## src/rtl/mgmt_pkg.sv

```systemverilog
package mgmt_pkg;
    typedef enum logic [2:0] {
        S_PRE, S_ST, S_OP, S_PAD, S_RAD, S_TA, S_DATA
    } mstate_t;

    typedef enum logic [2:0] {
        ACT_DRD, ACT_DWR, ACT_XADR, ACT_XWR, ACT_XRD, ACT_XRDI
    } act_t;
endpackage

```

## src/rtl/mgmt_regfile.sv

```systemverilog
module mgmt_regfile
    import mgmt_pkg::*;
#(
    parameter int          DW     = 16,
    parameter int          AW     = 5,
    parameter logic [15:0] DIR_ID = 16'h1B2C,
    parameter logic [15:0] XS_ID  = 16'h5E77
) (
    input  logic          clk,
    input  logic          rst_n,
    input  logic          rd_ext,
    input  logic [AW-1:0] rd_addr,
    output logic [DW-1:0] rd_data,
    input  logic          wr_en,
    input  logic          wr_ext,
    input  logic [AW-1:0] wr_addr,
    input  logic [DW-1:0] wr_data,
    input  logic          addr_ld,
    input  logic          addr_inc
);
    localparam logic [DW-1:0] ID_D = DW'(DIR_ID);
    localparam logic [DW-1:0] ID_X = DW'(XS_ID);

    logic [DW-1:0] dir_rw, ext_rw, ext_addr;

    // read mux: only two live registers per space, the rest read as zero
    always_comb begin
        rd_data = '0;
        if (rd_ext) begin
            if (ext_addr == DW'(0))      rd_data = ext_rw;
            else if (ext_addr == DW'(1)) rd_data = ID_X;
        end else begin
            if (rd_addr == AW'(0))       rd_data = dir_rw;
            else if (rd_addr == AW'(1))  rd_data = ID_D;
        end
    end

    always_ff @(posedge clk or negedge rst_n) begin
        if (!rst_n) begin
            dir_rw   <= '0;
            ext_rw   <= '0;
            ext_addr <= '0;
        end else begin
            if (wr_en && !wr_ext && wr_addr == AW'(0))  dir_rw <= wr_data;
            if (wr_en && wr_ext && ext_addr == DW'(0))  ext_rw <= wr_data;
            if (addr_ld)       ext_addr <= wr_data;
            else if (addr_inc) ext_addr <= ext_addr + DW'(1);
        end
    end

    a_r8_inc_step: assert property (@(posedge clk) disable iff (!rst_n)
        addr_inc |=> ext_addr == $past(ext_addr) + DW'(1));
    a_r7_addr_hold: assert property (@(posedge clk) disable iff (!rst_n)
        (!addr_ld && !addr_inc) |=> $stable(ext_addr));
    a_r10_dir_ro: assert property (@(posedge clk) disable iff (!rst_n)
        (wr_en && !wr_ext && wr_addr != AW'(0)) |=> $stable(dir_rw));
    a_r10_ext_ro: assert property (@(posedge clk) disable iff (!rst_n)
        (wr_en && wr_ext && ext_addr != DW'(0)) |=> $stable(ext_rw));
endmodule

```

## src/rtl/mgmt_frame_fsm.sv

```systemverilog
module mgmt_frame_fsm
    import mgmt_pkg::*;
#(
    parameter int         DW      = 16,
    parameter int         AW      = 5,
    parameter int         PRE_LEN = 32,
    parameter logic [3:0] DEV_HI  = 4'b0010
) (
    input  logic          clk,
    input  logic          rst_n,
    input  logic          mdio_i,
    input  logic [AW-1:0] port_addr,
    input  logic          dev_sel,
    input  logic [DW-1:0] rd_data,
    output logic          rd_ext,
    output logic [AW-1:0] rd_addr,
    output logic          wr_en,
    output logic          wr_ext,
    output logic [AW-1:0] wr_addr,
    output logic [DW-1:0] wr_data,
    output logic          addr_ld,
    output logic          addr_inc,
    output logic          mdio_o,
    output logic          mdio_oe
);
    localparam int CW = $clog2(((PRE_LEN > DW) ? PRE_LEN : DW) + 1);
    localparam logic [CW-1:0] PRE_CNT = CW'(PRE_LEN);
    localparam logic [CW-1:0] LAST_AW = CW'(AW - 1);
    localparam logic [CW-1:0] LAST_DW = CW'(DW - 1);

    mstate_t       state;
    act_t          act, dec_act;
    logic [CW-1:0] cnt;
    logic          st_ext, go, pad_ok, dev_ok, is_rd, fin;
    logic [1:0]    op_sh;
    logic [AW-1:0] pad_sh, rad_full, dir_addr;
    logic [AW-2:0] rad_sh;
    logic [DW-1:0] dsh;

    assign rad_full = {rad_sh, mdio_i};
    assign pad_ok   = (pad_sh == port_addr);
    assign dev_ok   = (rad_full == {DEV_HI, dev_sel});

    // frame decode, evaluated while the last address bit is on the line
    always_comb begin
        go      = 1'b0;
        dec_act = ACT_DRD;
        if (st_ext) begin
            go = pad_ok && dev_ok;
            unique case (op_sh)
                2'b00: dec_act = ACT_XADR;
                2'b01: dec_act = ACT_XWR;
                2'b11: dec_act = ACT_XRD;
                2'b10: dec_act = ACT_XRDI;
            endcase
        end else begin
            unique case (op_sh)
                2'b10:   begin go = pad_ok; dec_act = ACT_DRD; end
                2'b01:   begin go = pad_ok; dec_act = ACT_DWR; end
                default: go = 1'b0;
            endcase
        end
    end

    assign rd_ext   = st_ext;
    assign rd_addr  = rad_full;
    assign is_rd    = (act == ACT_DRD) || (act == ACT_XRD) || (act == ACT_XRDI);
    assign fin      = (state == S_DATA) && (cnt == LAST_DW);
    assign wr_en    = fin && (act == ACT_DWR || act == ACT_XWR);
    assign wr_ext   = (act == ACT_XWR);
    assign wr_addr  = dir_addr;
    assign wr_data  = {dsh[DW-2:0], mdio_i};
    assign addr_ld  = fin && (act == ACT_XADR);
    assign addr_inc = fin && (act == ACT_XRDI);

    // state register and field capture
    always_ff @(posedge clk or negedge rst_n) begin
        if (!rst_n) begin
            state    <= S_PRE;
            cnt      <= '0;
            st_ext   <= 1'b0;
            op_sh    <= '0;
            pad_sh   <= '0;
            rad_sh   <= '0;
            act      <= ACT_DRD;
            dir_addr <= '0;
        end else begin
            unique case (state)
                S_PRE: begin
                    if (mdio_i) begin
                        if (cnt != PRE_CNT) cnt <= cnt + CW'(1);
                    end else if (cnt == PRE_CNT) begin
                        state <= S_ST;
                        cnt   <= '0;
                    end else begin
                        cnt <= '0;
                    end
                end
                S_ST: begin
                    st_ext <= !mdio_i;
                    state  <= S_OP;
                end
                S_OP: begin
                    op_sh <= {op_sh[0], mdio_i};
                    if (cnt == CW'(1)) begin state <= S_PAD; cnt <= '0; end
                    else cnt <= cnt + CW'(1);
                end
                S_PAD: begin
                    pad_sh <= {pad_sh[AW-2:0], mdio_i};
                    if (cnt == LAST_AW) begin state <= S_RAD; cnt <= '0; end
                    else cnt <= cnt + CW'(1);
                end
                S_RAD: begin
                    rad_sh <= rad_full[AW-2:0];
                    if (cnt == LAST_AW) begin
                        cnt <= '0;
                        if (go) begin
                            state    <= S_TA;
                            act      <= dec_act;
                            dir_addr <= rad_full;
                        end else begin
                            state <= S_PRE;
                        end
                    end else begin
                        cnt <= cnt + CW'(1);
                    end
                end
                S_TA: begin
                    if (cnt == CW'(1)) begin state <= S_DATA; cnt <= '0; end
                    else cnt <= cnt + CW'(1);
                end
                S_DATA: begin
                    if (cnt == LAST_DW) begin state <= S_PRE; cnt <= '0; end
                    else cnt <= cnt + CW'(1);
                end
                default: state <= S_PRE;
            endcase
        end
    end

    // line driver and data shifter
    always_ff @(posedge clk or negedge rst_n) begin
        if (!rst_n) begin
            mdio_oe <= 1'b0;
            mdio_o  <= 1'b0;
            dsh     <= '0;
        end else if (state == S_RAD && cnt == LAST_AW && go) begin
            dsh <= rd_data;
        end else if (state == S_TA && cnt == '0) begin
            if (is_rd) begin
                mdio_oe <= 1'b1;
                mdio_o  <= 1'b0;
            end
        end else if ((state == S_TA) || (state == S_DATA && cnt != LAST_DW)) begin
            if (is_rd) mdio_o <= dsh[DW-1];
            dsh <= {dsh[DW-2:0], mdio_i};
        end else if (fin) begin
            mdio_oe <= 1'b0;
        end
    end

    a_r12_oe_window: assert property (@(posedge clk) disable iff (!rst_n)
        mdio_oe |-> (state == S_TA || state == S_DATA));
    a_r2_first_drive_low: assert property (@(posedge clk) disable iff (!rst_n)
        $rose(mdio_oe) |-> !mdio_o);
    a_r1_hunt_quiet: assert property (@(posedge clk) disable iff (!rst_n)
        (state == S_PRE) |-> !mdio_oe);
    a_r11_bad_op_hunt: assert property (@(posedge clk) disable iff (!rst_n)
        (state == S_RAD && cnt == LAST_AW && !st_ext && op_sh[1] == op_sh[0])
        |=> state == S_PRE);
    a_r4_port_miss_hunt: assert property (@(posedge clk) disable iff (!rst_n)
        (state == S_RAD && cnt == LAST_AW && !pad_ok) |=> state == S_PRE);
endmodule

```

## src/rtl/mgmt_serial_slave.sv

```systemverilog
module mgmt_serial_slave
    import mgmt_pkg::*;
#(
    parameter int          DW      = 16,
    parameter int          AW      = 5,
    parameter int          PRE_LEN = 32,
    parameter logic [3:0]  DEV_HI  = 4'b0010,
    parameter logic [15:0] DIR_ID  = 16'h1B2C,
    parameter logic [15:0] XS_ID   = 16'h5E77
) (
    input  logic          mdc,
    input  logic          rst_n,
    input  logic          mdio_i,
    input  logic [AW-1:0] port_addr,
    input  logic          dev_sel,
    output logic          mdio_o,
    output logic          mdio_oe
);
    logic          rd_ext, wr_en, wr_ext, addr_ld, addr_inc;
    logic [AW-1:0] rd_addr, wr_addr;
    logic [DW-1:0] rd_data, wr_data;

    mgmt_frame_fsm #(.DW(DW), .AW(AW), .PRE_LEN(PRE_LEN), .DEV_HI(DEV_HI)) u_fsm (
        .clk(mdc), .rst_n(rst_n), .mdio_i(mdio_i), .port_addr(port_addr),
        .dev_sel(dev_sel), .rd_data(rd_data), .rd_ext(rd_ext), .rd_addr(rd_addr),
        .wr_en(wr_en), .wr_ext(wr_ext), .wr_addr(wr_addr), .wr_data(wr_data),
        .addr_ld(addr_ld), .addr_inc(addr_inc), .mdio_o(mdio_o), .mdio_oe(mdio_oe)
    );

    mgmt_regfile #(.DW(DW), .AW(AW), .DIR_ID(DIR_ID), .XS_ID(XS_ID)) u_regs (
        .clk(mdc), .rst_n(rst_n), .rd_ext(rd_ext), .rd_addr(rd_addr),
        .rd_data(rd_data), .wr_en(wr_en), .wr_ext(wr_ext), .wr_addr(wr_addr),
        .wr_data(wr_data), .addr_ld(addr_ld), .addr_inc(addr_inc)
    );
endmodule

```

## config.mk

```make
export PLATFORM = sky130hd
export DESIGN_NAME = mgmt_serial_slave
export DESIGN_NICKNAME = d
export VERILOG_FILES = /design/src/rtl/mgmt_pkg.sv /design/src/rtl/mgmt_regfile.sv /design/src/rtl/mgmt_frame_fsm.sv /design/src/rtl/mgmt_serial_slave.sv
export SDC_FILE = /design/constraint.sdc
export NUM_CORES = 1
export LEC_CHECK = 0
export ABC_AREA = 0
export BUFFER_PORTS_ARGS = -buffer_cell sky130_fd_sc_hd__buf_2
export CORE_MARGIN = 8
export CORE_UTILIZATION = 40
export CTS_CLUSTER_DIAMETER = 200
export CTS_CLUSTER_SIZE = 16
export DETAILED_ROUTE_END_ITERATION = 7
export GPL_TIMING_DRIVEN = 0
export PLACE_DENSITY = 0.58
export SETUP_SLACK_MARGIN = 0.4
export SYNTH_ARGS = -nofsm -noshare
export SYNTH_HDL_FRONTEND = slang
export SYNTH_SLANG_ARGS = --single-unit
```

## constraint.sdc

```tcl
create_clock -name mdc -period 6 [get_ports mdc]
set_clock_uncertainty 0.1 [all_clocks]
set_input_delay 0.6 -clock mdc [delete_from_list [all_inputs] [get_ports mdc]]
set_output_delay 0.6 -clock mdc [all_outputs]
set_load 0.01 [all_outputs]
```

; ---- Word-level counts from Yosys, hierarchy flattened
; Index checks and enable logic that the tools add are counted.
; W data, S select, Z words.
[totals]
register_bits = 95
inputBits = 9
output_inout_bits = 2
elab_cells = 130
[classes]
add_sub_neg = 2
n_eq_ne = 35
mux = 38
bitwise = 1
reduce_logical = 40
[ops]
columns = op, n
row1 = $mux W16, 8
row2 = $mux W6, 5
row3 = $mux W3, 9
row4 = $pmux W6 S4, 1
row5 = $pmux W3 S7, 1
row6 = $add A16 B1 Y16 const B, 1
row7 = $eq A16 B1 Y1 const B, 1
row8 = $logic_not A16 Y1, 1
row9 = $ne A2 B1 Y1 const B, 8
row10 = $eq A3 B3 Y1 const B, 5
row11 = $mux W15, 1
row12 = $logic_and A1 B1 Y1, 13
row13 = $mux W13, 1
row14 = $eq A3 B2 Y1 const B, 4
row15 = $pmux W3 S4, 1
row16 = $mux W1, 11
row17 = $logic_not A5 Y1, 2
row18 = $reduce_bool A2 Y1, 4
row19 = $reduce_and A7 Y1, 1
row20 = $add A6 B1 Y6 const B, 1
row21 = $eq A3 B1 Y1 const B, 2
row22 = $eq A6 B1 Y1 const B, 1
row23 = $eq A6 B3 Y1 const B, 1
row24 = $eq A6 B4 Y1 const B, 1
row25 = 21 further kinds, 32

; ---- Logic depth before layout (Yosys ltp)
; Gate-level depths: netlist (run 1).
[depth]
depth_word = 7
ltp_mapped = 9
depth_no_buf = 7

; ---- By module
; From an unflattened synthesis (run 1), not the netlist that was laid out.
[hier_totals]
cells_unflattened = 505
area_unflattened_um2 = 5136.2
[by_module_without_submodules]
columns = module, n_inst, cells_per_inst, area_each_um2, seq_area_each_um2
row1 = mgmt_frame_fsm, 1, 271, 2690.1, 1176.1
row2 = mgmt_regfile, 1, 234, 2446.1, 1201.2

; ---- Least setup slack after synthesis (run 1)
; No wires, ideal clock.
[synth_timing]
path_kind = input to register
start = input mdio_i
end = register u_fsm.dsh[13]
setup_ns = 0.129
arrival_ns = 2.355
required_time_ns = 5.771
slack_ns = 3.416
stages = 8
path_buffers = 3
path_cell_list = clkbuf_1 > xor2_1 > o32a_2 > or4_4 > buf_6 > buf_6 > a311oi_1 > a21oi_1
[synth_via]
elab_chain_len = 6
elab_cells_between_ends = 11
cone_classes = 2 x eq/ne / 4 x mux / 5 x reduce/logical
[synth_rtl]
columns = item, line
row1 = start: declaration, mgmt_serial_slave.sv:13  ; input logic mdio_i,
row2 = $eq A5 B3 Y1, mgmt_frame_fsm.sv:42  ; assign dev_ok = (rad_full == {DEV_HI, dev_sel});
row3 = $logic_and A1 B1 Y1, mgmt_frame_fsm.sv:49  ; go = pad_ok && dev_ok;
row4 = $mux W1, mgmt_frame_fsm.sv:48  ; if (st_ext) begin
row5 = $logic_and A1 B1 Y1, mgmt_frame_fsm.sv:147  ; end else if (state == S_RAD && cnt == LAST_AW && go) begin
row6 = $ne A2 B1 Y1 (no line) / $reduce_bool A2 Y1 (equally long branches), -
row7 = $reduce_and A2 Y1 (no line), -
row8 = end signal: assignment, mgmt_frame_fsm.sv:148  ; dsh <= rd_data;
row9 = end signal: assignment, mgmt_frame_fsm.sv:156  ; dsh <= {dsh[DW-2:0], mdio_i};
row10 = end: declaration, mgmt_frame_fsm.sv:38  ; logic [DW-1:0] dsh;
; Several ways; a longest one is shown, not always the timed one.
; A chain may end at the register's enable or synchronous reset.

; ---- Worst setup path in the final report (run 1)
[layout_timing]
start = register u_regs.ext_addr[5]
end = register u_regs.ext_rw[7]
[layout_via]
elab_chain_len = 2
[layout_rtl]
columns = item, line
row1 = start: declaration, mgmt_regfile.sv:24  ; logic [DW-1:0] dir_rw, ext_rw, ext_addr;
row2 = start signal: assignment, mgmt_regfile.sv:46  ; if (addr_ld) ext_addr <= wr_data;
row3 = start signal: assignment, mgmt_regfile.sv:47  ; else if (addr_inc) ext_addr <= ext_addr + DW'(1);
row4 = $logic_not A16 Y1, mgmt_regfile.sv:45  ; if (wr_en && wr_ext && ext_addr == DW'(0)) ext_rw <= wr_data;
row5 = $logic_and A1 B1 Y1, mgmt_regfile.sv:45
row6 = end signal: assignment, mgmt_regfile.sv:45
row7 = end: declaration, mgmt_regfile.sv:24
; Every way passes these cells.

==> summary.txt, run 1 <==
Die
  • Initial core utilization: 40.3%
  • Core area: 12,400 µm²
  • Floorplan row count: about 40
  • Io pins: 11
  • Die Ht: 128 µm
  • Die Width: about 130 µm
  • Die Footprint: 16,400 µm²

Finish
  • Layout fillers: 1,202
  • Non-filler cells, final: roughly 690
  • # diodes: 0
  • Final Net Count: roughly 530
  • Area grow syn2layout: 11.0%
  • Share of post-route cells with drive strength above 1: 16.7%

Pwr
  • Final Power: 1.96 mW
  • Combinational power share: 31.3%
  • Leakage dissipation: ~2.4 nW
  • Worst vdd ir: 0.228 mV
  • Power share of the clock group: between 20% and 30%
  • Int Power: between 1 and 1.5 mW
  • Sequential power share: a little over two fifths
  • Pwr dens: 352 nW/µm²
  • Net Sw Power: 711 µW
  • Switching share of total power: 36.3%

Timing
  • Fmax: 0.334 GHz
  • Final Hold Viols: 0
  • Fin crit share: 50.0%
  • Final Critical Period: between 2 and 3 ns
  • Worst-Margin Slew: 1.03 ns
  • Final setup fails: 0
  • RSZ-0062 raised after global routing: no
  • Setup Total Neg Slack: 0 ns
  • Max Slew Vio Count: 0
  • Relative slew slack: between 30 and 40%

CTS
  • Worst-Skew Late Latency: 0.35 ns
  • CTS resizes: 0
  • Setup Buffers After CTS: 0
  • CTS tree: yes
  • Clk slew on worst S/H paths: approximately 0.07 ns
  • CTS root buf: clkbuf_16
  • CTS Buffer Depth: 2
  • Clk sinks: 95
  • CTS H-tree depth: 3
  • CTS buffer count: 9
  • Hold-fix buffers, CTS: 0

Global route
  • GRT Util Overall: 15.7%
  • Largest net degree at the start of global routing: slightly below 60
  • Global-route wire length before repair: 20.0 mm
  • Total gr overflow: 0
  • Vias in the first global route: ~3,700
  • Initial antenna violation count: 0

Detailed routing
  • DR vias/cell: about 5.5
  • Drt first pass iters: 4
  • Post-DRT Antenna Nets: 0
  • DRT Wirelength: 12.1 mm
  • Vias: 3,763
  • Drt wl/cell: ~18 µm
  • DRC: 0
  • Iteration-0 DRC Markers: 236

Yosys
  • Post-synth EDFFs: 0
  • Main synth FF type: dfrtp_1
  • Syn Std Cell Area: 5010 µm²
  • Yosys warnings: 0
  • Average cell area after synthesis: just over 10 µm²
  • FF+latch count, synth: 95
  • Synthesized instance count: 488
  • Synth cell types: 55
  • Asr flop ratio synth: 100%
  • Syn nets: slightly above 500
  • Sequential-to-total area share from yosys stat: 47.5%

Worst setup path
  • CP required: approximately 6.1 ns
  • Crit path arrival time: 3.13 ns
  • Max stage delay cell, worst path: nor4_1
  • Most used cell, CP: clkbuf_1
  • Delay of the slowest critical-path stage: around 0.47 ns
  • CP Cell Sequence: clkbuf_1, nor4_1, and4_1, buf_2, nand4_1, clkbuf_1, mux2_2
  • Worst Setup Start Kind: flop
  • CP Max Fanout: 10
  • CP Class: reg -> reg
  • Crit path capture type: flop

Place
  • GP Congestion: 0.823
  • Cells after DPL: 670
  • PortBufs: 9
  • Hpwl dp: 8.44 mm

Status
  • Status: completed

Hold path
  • Hold Path Class: in -> async

Run
  • Maxcap violations: 0
==> cell usage in the layout, fill, tap and decap left out, types with 3 or more instances in the layout <==
cell,synthesis,final
a32oi_1,3,3
o211ai_1,4,4
mux2_2,42,42
buf_2,4,12
inv_1,8,8
nor3_1,7,7
nor4_1,7,7
clkbuf_1,23,27
nor2_1,20,20
dfrtp_1,95,95
nand3b_1,5,5
clkbuf_16,0,9
nand4_1,15,15
and3b_1,7,7
nor4b_1,3,3
and3_1,5,5
nand2_1,65,65
a211o_1,12,12
mux2i_1,17,17
xor2_1,11,11
ha_1,7,7
nand3_1,11,11
xnor2_1,6,6
o311ai_0,4,4
a21oi_1,25,25
and4_1,4,4
a311oi_1,3,3
nor2b_1,4,4
o21ai_0,25,25
or3_1,3,3
o21ai_2,7,7
==> power by group through the flow <==
stage | clock (mW) | combinational [mW] | sequential [mW]
detailed placement | 0 | 0.608 | 0.832
global route | 0.563 | 0.686 | 0.833
finish | 0.523 | 0.613 | 0.821
floorplan | 0 | 0.456 | 0.802
CTS | 0.539 | 0.612 | 0.822
global placement | 0 | 0.599 | 0.831
==> path summary, 6_finish.rpt <==
| check | startpoint | endpoint | slack (ns) | depth (start not counted) |
|---|---|---|---|---|
| max in group asynchronous | rst_n | u_fsm.state[1] | 4.99 | 2 |
| hold / removal | rst_n | u_regs.ext_rw[2] | 0.14 | 1 |
| setup reg to reg | u_regs.ext_addr[5] | u_regs.ext_rw[7] | 3.00 | 7 |
| hold reg to reg | u_regs.dir_rw[13] | u_regs.dir_rw[13] | 0.40 | 1 |
| setup / recovery | u_regs.ext_addr[5] | u_regs.ext_rw[7] | 3.00 | 7 |
| min in group mdc | u_regs.dir_rw[13] | u_regs.dir_rw[13] | 0.40 | 1 |
==> layer usage <==
layer	routed length (µm)	track usage [%]
met1	5620	20.9
met2	5810	24.8
met3	534	3.83
met4	159	4.76
met5	0	0
==> sequential cells by signal, summed over array words and instances, names as in the netlist <==
signal and cells:
u_fsm.mdio_o 1, u_fsm.dsh 16, u_fsm.cnt 6, u_regs.ext_rw 16, u_regs.ext_addr 16, u_fsm.rd_ext 1
u_fsm.pad_sh 5, u_fsm.act 3, u_fsm.op_sh 2, u_fsm.state 3, u_fsm.rad_sh 4, u_fsm.mdio_oe 1
u_fsm.wr_addr 5, u_regs.dir_rw 16
==> worst max-delay path: cells and delay by family (launching register included) <==
family	cells	cell delay (ns)
multiplexers	1	0.37
buffers and inverters	3	0.86
AND/OR/NAND/NOR	3	1.20
flip-flops	1	0.36
==> cell type report <==
cell class	instances	area, µm²	share of cell area, %
plain buffers	31	148	2.66
clock buffers	13	240	4.32
clock inverters	3	20.0	0.360
inverters	8	30.0	0.540
multi-input cells	354	2450	44.1
flip-flops and latches	95	2380	42.8
well taps	172	215	3.87
repair buffers	10	75.1	1.35
==> stage by stage <==
| stage | instance area (µm²) | hold WS (ns) | utilization, % | setup slack [ns] |
|---|---|---|---|---|
| after floorplan | 5010 | 0.204 | - | 3.42 |
| after detailed placement | 5300 | 0.388 | 42.7 | 2.87 |
| after global routing | 5560 | 0.175 | 44.8 | 2.78 |
| after CTS | 5560 | 0.149 | 44.8 | 2.95 |
| after global placement | 5270 | 0.379 | 42.4 | 2.86 |
| final | 5560 | 0.136 | 44.8 | 3.00 |
==> cell families after synthesis <==
group / Yosys count / share of synthesized area, %
adders and majority gates: 7 / 1.75
buffers and inverters: 39 / 3.55
DFF: 95 / 47.5
xor gates and xnor gates: 17 / 2.97
muxes: 59 / 12.8
AOI/OAI and AO/OA: 99 / 13.3
and+or+nand+nor: 172 / 18.1
==> cell usage after synthesis (all sizes together) (4+ instances only) <==
master | count | area share (%)
xnor2 | 6 | 1.0
inv | 8 | 0.60
dfrtp | 95 | 47
buf | 8 | 1.2
nor2 | 20 | 1.5
a21oi | 25 | 2.5
and3 | 5 | 0.62
nand2 | 65 | 4.9
and4 | 4 | 0.70
a211o | 13 | 2.3
o311ai | 4 | 0.70
o211ai | 4 | 0.60
mux2i | 17 | 3.4
xor2 | 11 | 1.9
nand3b | 5 | 0.75
nand3 | 11 | 1.1
nor4 | 7 | 0.87
nor2b | 4 | 0.50
and3b | 7 | 1.2
ha | 7 | 1.7
mux2 | 42 | 9.4
nor3 | 7 | 0.70
clkbuf | 23 | 1.7
o21ai | 32 | 3.7
nand4 | 15 | 1.9
Note: power is estimated with default switching activity, not from simulation.
==> run 2, diff against run 1 <==
--- a/config.mk
+++ b/config.mk
@@ -13,7 +13,7 @@
 export CTS_CLUSTER_SIZE = 16
 export DETAILED_ROUTE_END_ITERATION = 7
 export GPL_TIMING_DRIVEN = 0
-export PLACE_DENSITY = 0.58
+export PLACE_DENSITY = 0.6
 export SETUP_SLACK_MARGIN = 0.4
 export SYNTH_ARGS = -nofsm -noshare
 export SYNTH_HDL_FRONTEND = slang
==> constraint.sdc (replaced) <==
create_clock -name mdc -period 2.47 [get_ports mdc]
set_clock_uncertainty 0.1 [all_clocks]
set_input_delay 0.247 -clock mdc [delete_from_list [all_inputs] [get_ports mdc]]
set_output_delay 0.247 -clock mdc [all_outputs]
set_load 0.01 [all_outputs]
==> run 2 against run 1 <==
Net effect: global-route usage increased by 0.79 points; hold slack improved by 0.22 ns; routed wire length up 11%; via count is 9.8% higher; sequential power grew 150%; utilization grew 7.2 points; design area grew 16%; sequential share of layout area fell by 5.8 points; first-iteration DRC count down 3.0%; largest power group unchanged; clock power rose to 2.6 times the previous value.
==> summary.txt, run 2 (synthesis results as in run 1) <==
Worst setup path
  • CP Class: reg -> reg
  • Worst flop-to-flop path startpoint: u_fsm.state[0]
  • CP Max Fanout: 10
  • R2R Path End: u_fsm.dsh[13]
  • Worst reg2reg path depth: 8
  • Crit path arrival time: between 2 and 2.5 ns
  • Crit path capture type: flop
  • R2r setup slk: 0.13 ns
  • Worst Setup Start Kind: flop
  • CP required: 2.60 ns

Detailed routing
  • Drt wl/cell: approximately 18 µm
  • Iteration-0 DRC Markers: roughly 230
  • Drt first pass iters: 4
  • Vias: approximately 4,100
  • Max Used Layer: met4
  • DR vias/cell: 5.62
  • Routed wl met3: about 470 µm
  • WL met2: between 6 and 7 mm
  • DRT Wirelength: 13.5 mm
  • Wl on met1: 6.17 mm
  • DRC: 0
  • Post-DRT Antenna Nets: 0

Timing
  • Final Critical Period: 2.34 ns
  • Relative slew slack: 55.6%
  • Worst-Margin Slew: 0.666 ns
  • RSZ-0062 raised after global routing: yes
  • Fin crit share: approximately 95%
  • Fmax: 0.427 GHz
  • Final Hold Viols: 0
  • Final setup fails: 0
  • Max Slew Vio Count: 0

Finish
  • Share of post-route cells with drive strength above 1: 35.9%
  • Area grow syn2layout: 29.0%
  • Most common cell after layout, fill and taps aside: dfrtp_1
  • Reg area: 2390 µm²
  • Layout fillers: around 1,100
  • Final Net Count: 575
  • Commonest non-fill, non-tap cells in the layout: 88 x dfrtp_1, 60 x nand2_1, 43 x buf_4
  • Multi-input logic area: 2750 µm²
  • # diodes: 0
  • Final non-filler cell area: roughly 6500 µm²

Place
  • PortBufs: 9
  • GP Congestion: approximately 0.84
  • Hpwl dp: ~8.5 mm
  • Total placed instance area: around 5400 µm²

Die
  • Initial core utilization: between 40% and 50%
  • Die Footprint: 16,400 µm²
  • Die Ht: 128 µm
  • Core area: roughly 12,000 µm²
  • Floorplan row count: between 40 and 50
  • Io pins: 11
  • Die Width: 128 µm

CTS
  • Clk sinks: between 90 and 100
  • CTS buffer count: 9
  • Worst-Skew Late Latency: around 0.35 ns
  • CTS tree: yes
  • Clk slew on worst S/H paths: 0.06 ns
  • CTS Buffer Depth: 2
  • CTS root buf: clkbuf_16
  • CTS H-tree depth: 3

Pwr
  • Pwr dens: 846 nW/µm²
  • Worst vdd ir: 0.504 mV
  • Final Power: 5.46 mW
  • Leakage dissipation: 2.84 nW

Hold path
  • Hold Path Class: in -> async

Global route
  • Global-route wire length before repair: 21.2 mm
  • Total gr overflow: 0
  • Initial antenna violation count: 0
  • GRT Util Overall: 16.5%
  • Vias in the first global route: 4,050
  • Largest net degree at the start of global routing: 54

Run
  • Maxcap violations: 0

Status
  • Status: completed
run 2: worst max path at each step:
stage | from | end | depth (start not counted)
finish | u_fsm.state[0] | u_fsm.dsh[13] | 8
global route | u_fsm.state[0] | u_fsm.dsh[13] | 8
CTS | u_fsm.rad_sh[3] | u_fsm.wr_addr[3] | 6
detailed placement | mdio_i | u_fsm.act[2] | 7
global placement | mdio_i | u_fsm.act[2] | 7
floorplan | u_fsm.rad_sh[3] | u_fsm.dsh[13] | 7
run 2: power breakdown:
group	internal [mW]	switching, mW	total (mW)
combinational	0.936	1.11	2.04
sequential	1.76	0.276	2.04
clock	0.782	0.601	1.38
run 2: critical path, stage by stage (launching register included):
cell and delay, ns:
dfrtp_1 0.37, clkbuf_2 0.19, nor3b_4 0.29, nand2_2 0.14, or4_4 0.55, buf_12 0.16
buf_8 0.13, a311oi_2 0.23, a21oi_1 0.06
run 2: area by class of cell:
class / instances / share of cell area [%]
multi-input combinational: 354 / 42.6
sequential: 95 / 36.9
inverter: 8 / 0.465
tap: 172 / 3.33
timing repair buffer: 60 / 8.19
clock inverter: 5 / 0.930
clock buffer: 10 / 3.55
buffer: 31 / 4.01
run 2: metrics by stage:
stage | setup slack [ns] | TNS [ns] | std cells | hold WS [ns] | util (%)
6_report | 0.129 | 0 | 735 | 0.351 | 52.0
5_1_grt | 0.0679 | 0 | 735 | 0.413 | 52.0
4_1_cts | 0.152 | 0 | 709 | 0.398 | 49.2
3_5_place_dp | -0.583 | -11.66 | 670 | 0.195 | 43.2
3_3_place_gp | -0.620 | -11.89 | 669 | 0.380 | 42.9
2_1_floorplan | 0.152 | 0 | 488 | -0.149 | -
run 2: per-layer routing:
layer,track usage (%),up-vias
li1,-,1923
met3,2.62,11
met4,5.66,0
met1,21.8,2098
met2,27.0,100
met5,0,-
run 2: repair_timing:
action                     4_1_cts  5_1_grt
pin swaps                        8       14
resized for setup               60       62
setup endpoints to repair       81       80
setup buffers                   21       25
cloned                           2        1
hold endpoints to repair        42        0
hold buffers                     1        0
==> run 3, diff against run 2 <==
--- a/config.mk
+++ b/config.mk
@@ -8,12 +8,12 @@
 export ABC_AREA = 0
 export BUFFER_PORTS_ARGS = -buffer_cell sky130_fd_sc_hd__buf_2
 export CORE_MARGIN = 8
-export CORE_UTILIZATION = 40
+export CORE_UTILIZATION = 45
 export CTS_CLUSTER_DIAMETER = 200
 export CTS_CLUSTER_SIZE = 16
 export DETAILED_ROUTE_END_ITERATION = 7
 export GPL_TIMING_DRIVEN = 0
-export PLACE_DENSITY = 0.6
+export PLACE_DENSITY = 0.66
 export SETUP_SLACK_MARGIN = 0.4
 export SYNTH_ARGS = -nofsm -noshare
 export SYNTH_HDL_FRONTEND = slang
==> run 3 against run 2 <==
Net effect: design area is 2.8% lower; routed wire length is 2.5% lower; sequential power hardly changed; power is 6.2% lower; clock power is 27% lower; non-clock buffer count is 2 lower; count of clock-buffer cells in the layout stayed put; register-to-register slack hardly changed; via count is 0.70% higher; critical path type unchanged; largest power group is now combinational cells.
==> summary.txt, run 3 (synthesis results as in run 1) <==
Finish
  • Share of post-route cells with drive strength above 1: between 30 and 40%
  • Commonest non-fill, non-tap cells in the layout: 89 x dfrtp_1, 60 x nand2_1, 42 x mux2_2, 42 x buf_4, 23 x a21oi_1
  • Non-filler cells, final: 702
  • Final non-filler cell area: approximately 6300 µm²
  • Multi-input logic area: 2780 µm²
  • Most common cell after layout, fill and taps aside: dfrtp_1
  • Reg area: 2380 µm²
  • Layout fillers: 896
  • Area grow syn2layout: 25.4%
  • # diodes: 0
  • Final Net Count: 573

Pwr
  • Final Power: 5.13 mW
  • Worst vdd ir: 0.691 mV
  • Leakage dissipation: 2.76 nW
  • Pwr dens: between 800 and 900 nW/µm²

Die
  • Die Width: around 120 µm
  • Die Footprint: 14,800 µm²
  • Floorplan row count: 38
  • Initial core utilization: 46.2%
  • Io pins: 11
  • Die Ht: 122 µm
  • Core area: between 10,000 and 15,000 µm²

Timing
  • RSZ-0062 raised after global routing: yes
  • Final Hold Viols: 0
  • Relative slew slack: 58.2%
  • Final setup fails: 0
  • Final Critical Period: 2.35 ns
  • Worst-Margin Slew: 0.627 ns
  • Fmax: 0.425 GHz
  • Max Slew Vio Count: 0
  • Fin crit share: between 90% and 100%
  • Final hold slack: ~0.29 ns

Global route
  • Largest net degree at the start of global routing: 56
  • Total gr overflow: 0
  • GRT Util Overall: 17.4%
  • Vias in the first global route: 3,892
  • Initial antenna violation count: 0
  • Global-route wire length before repair: 20.4 mm

Status
  • Status: completed

Run
  • Maxcap violations: 0

Worst setup path
  • CP bufs+invs: 2
  • CP required: 2.64 ns
  • Worst flop-to-flop path startpoint: u_fsm.rad_sh[2]
  • Worst setup path end: u_fsm.dsh[13]
  • R2R Path End: u_fsm.dsh[13]
  • CP Class: reg -> reg
  • CP Cell Sequence: or3_4, o32a_4, or4_4, buf_12, buf_8, a311oi_2, a21oi_1
  • Crit path capture type: flop
  • Delay of the slowest critical-path stage: 0.44 ns
  • R2r setup slk: 0.12 ns
  • CP Max Fanout: 7
  • Worst Setup Start Kind: flop
  • Worst reg2reg path depth: 7
  • CP Depth: 7
  • CP Launch Point: u_fsm.rad_sh[2]
  • Max stage delay cell, worst path: or4_4
  • Crit path arrival time: 2.52 ns
  • Delay-heaviest family, CP: simple AND/OR/NAND/NOR gates

Detailed routing
  • DR vias/cell: between 5 and 6
  • Vias: 4,161
  • Post-DRT Antenna Nets: 0
  • Iteration-0 DRC Markers: 293
  • DRC: 0
  • Drt first pass iters: 5
  • DRT Wirelength: 13.1 mm
  • Drt wl/cell: 18.7 µm

CTS
  • CTS Buffer Depth: 2
  • CTS H-tree depth: 3
  • CTS tree: yes
  • CTS root buf: clkbuf_8
  • Worst-Skew Late Latency: 0.38 ns
  • Clk sinks: 95
  • Clk slew on worst S/H paths: 0.10 ns
  • CTS buffer count: 9

Place
  • Hpwl dp: 8.30 mm
  • GP Congestion: 0.897
  • Cells after DPL: approximately 640
  • PortBufs: 9
  • Total placed instance area: 5320 µm²

Hold path
  • Hold Path Class: in -> async
run 3: area by class of cell:
type | instances | share of cell area (%)
repair buffers | 58 | 7.75
multi-input cells | 354 | 44.2
plain buffers | 31 | 3.77
inverters | 8 | 0.478
clock buffers | 10 | 2.19
clock inverters | 6 | 0.817
well taps | 140 | 2.79
flip-flops and latches | 95 | 38.0
run 3: worst register-to-register path: stages, from the launching register on:
cell	delay [ns]
dfrtp_1	0.39
or3_4	0.40
o32a_4	0.32
or4_4	0.44
buf_12	0.16
buf_8	0.13
a311oi_2	0.23
a21oi_1	0.08
run 3: what timing repair did:
action,4_1_cts,5_1_grt
endpoints found under the hold margin,40,0
setup endpoints to repair,79,73
gates resized for setup,48,74
gates cloned,1,1
hold buffers,1,0
buffers inserted,18,27
pin swaps,7,13
run 3: report_power, final:
part	switching (mW)	internal (mW)
clock network	0.596	0.409
logic	1.11	0.971
registers	0.280	1.76
total	1.98	3.14
run 3: through the flow:
| stage | setup slack, ns | utilization [%] | TNS, ns |
|---|---|---|---|
| after global placement | -0.522 | 48.8 | -7.86 |
| after floorplan | 0.152 | - | 0 |
| after CTS | 0.154 | 53.9 | 0 |
| after detailed placement | -0.523 | 49.1 | -8.90 |
| final | 0.119 | 57.9 | 0 |
| after global routing | 0.0689 | 57.9 | 0 |
run 3: how the worst min path moves through the flow:
stage / endpoint / slack, ns
after floorplan: u_fsm.act[0] / -0.15
after global placement: u_regs.dir_rw[7] / 0.38
after detailed placement: u_fsm.cnt[0] / 0.18
after CTS: u_fsm.cnt[0] / 0.30
after global routing: u_fsm.cnt[0] / 0.35
final: u_fsm.cnt[0] / 0.29
run 3: metal layers:
metal / global-route usage [%] / wire length [µm] / vias up
met5: 0 / 0 / -
met4: 5.86 / 252 / 0
met3: 5.03 / 584 / 23
met2: 26.6 / 6180 / 109
met1: 23.3 / 6120 / 2109
li1: - / - / 1920
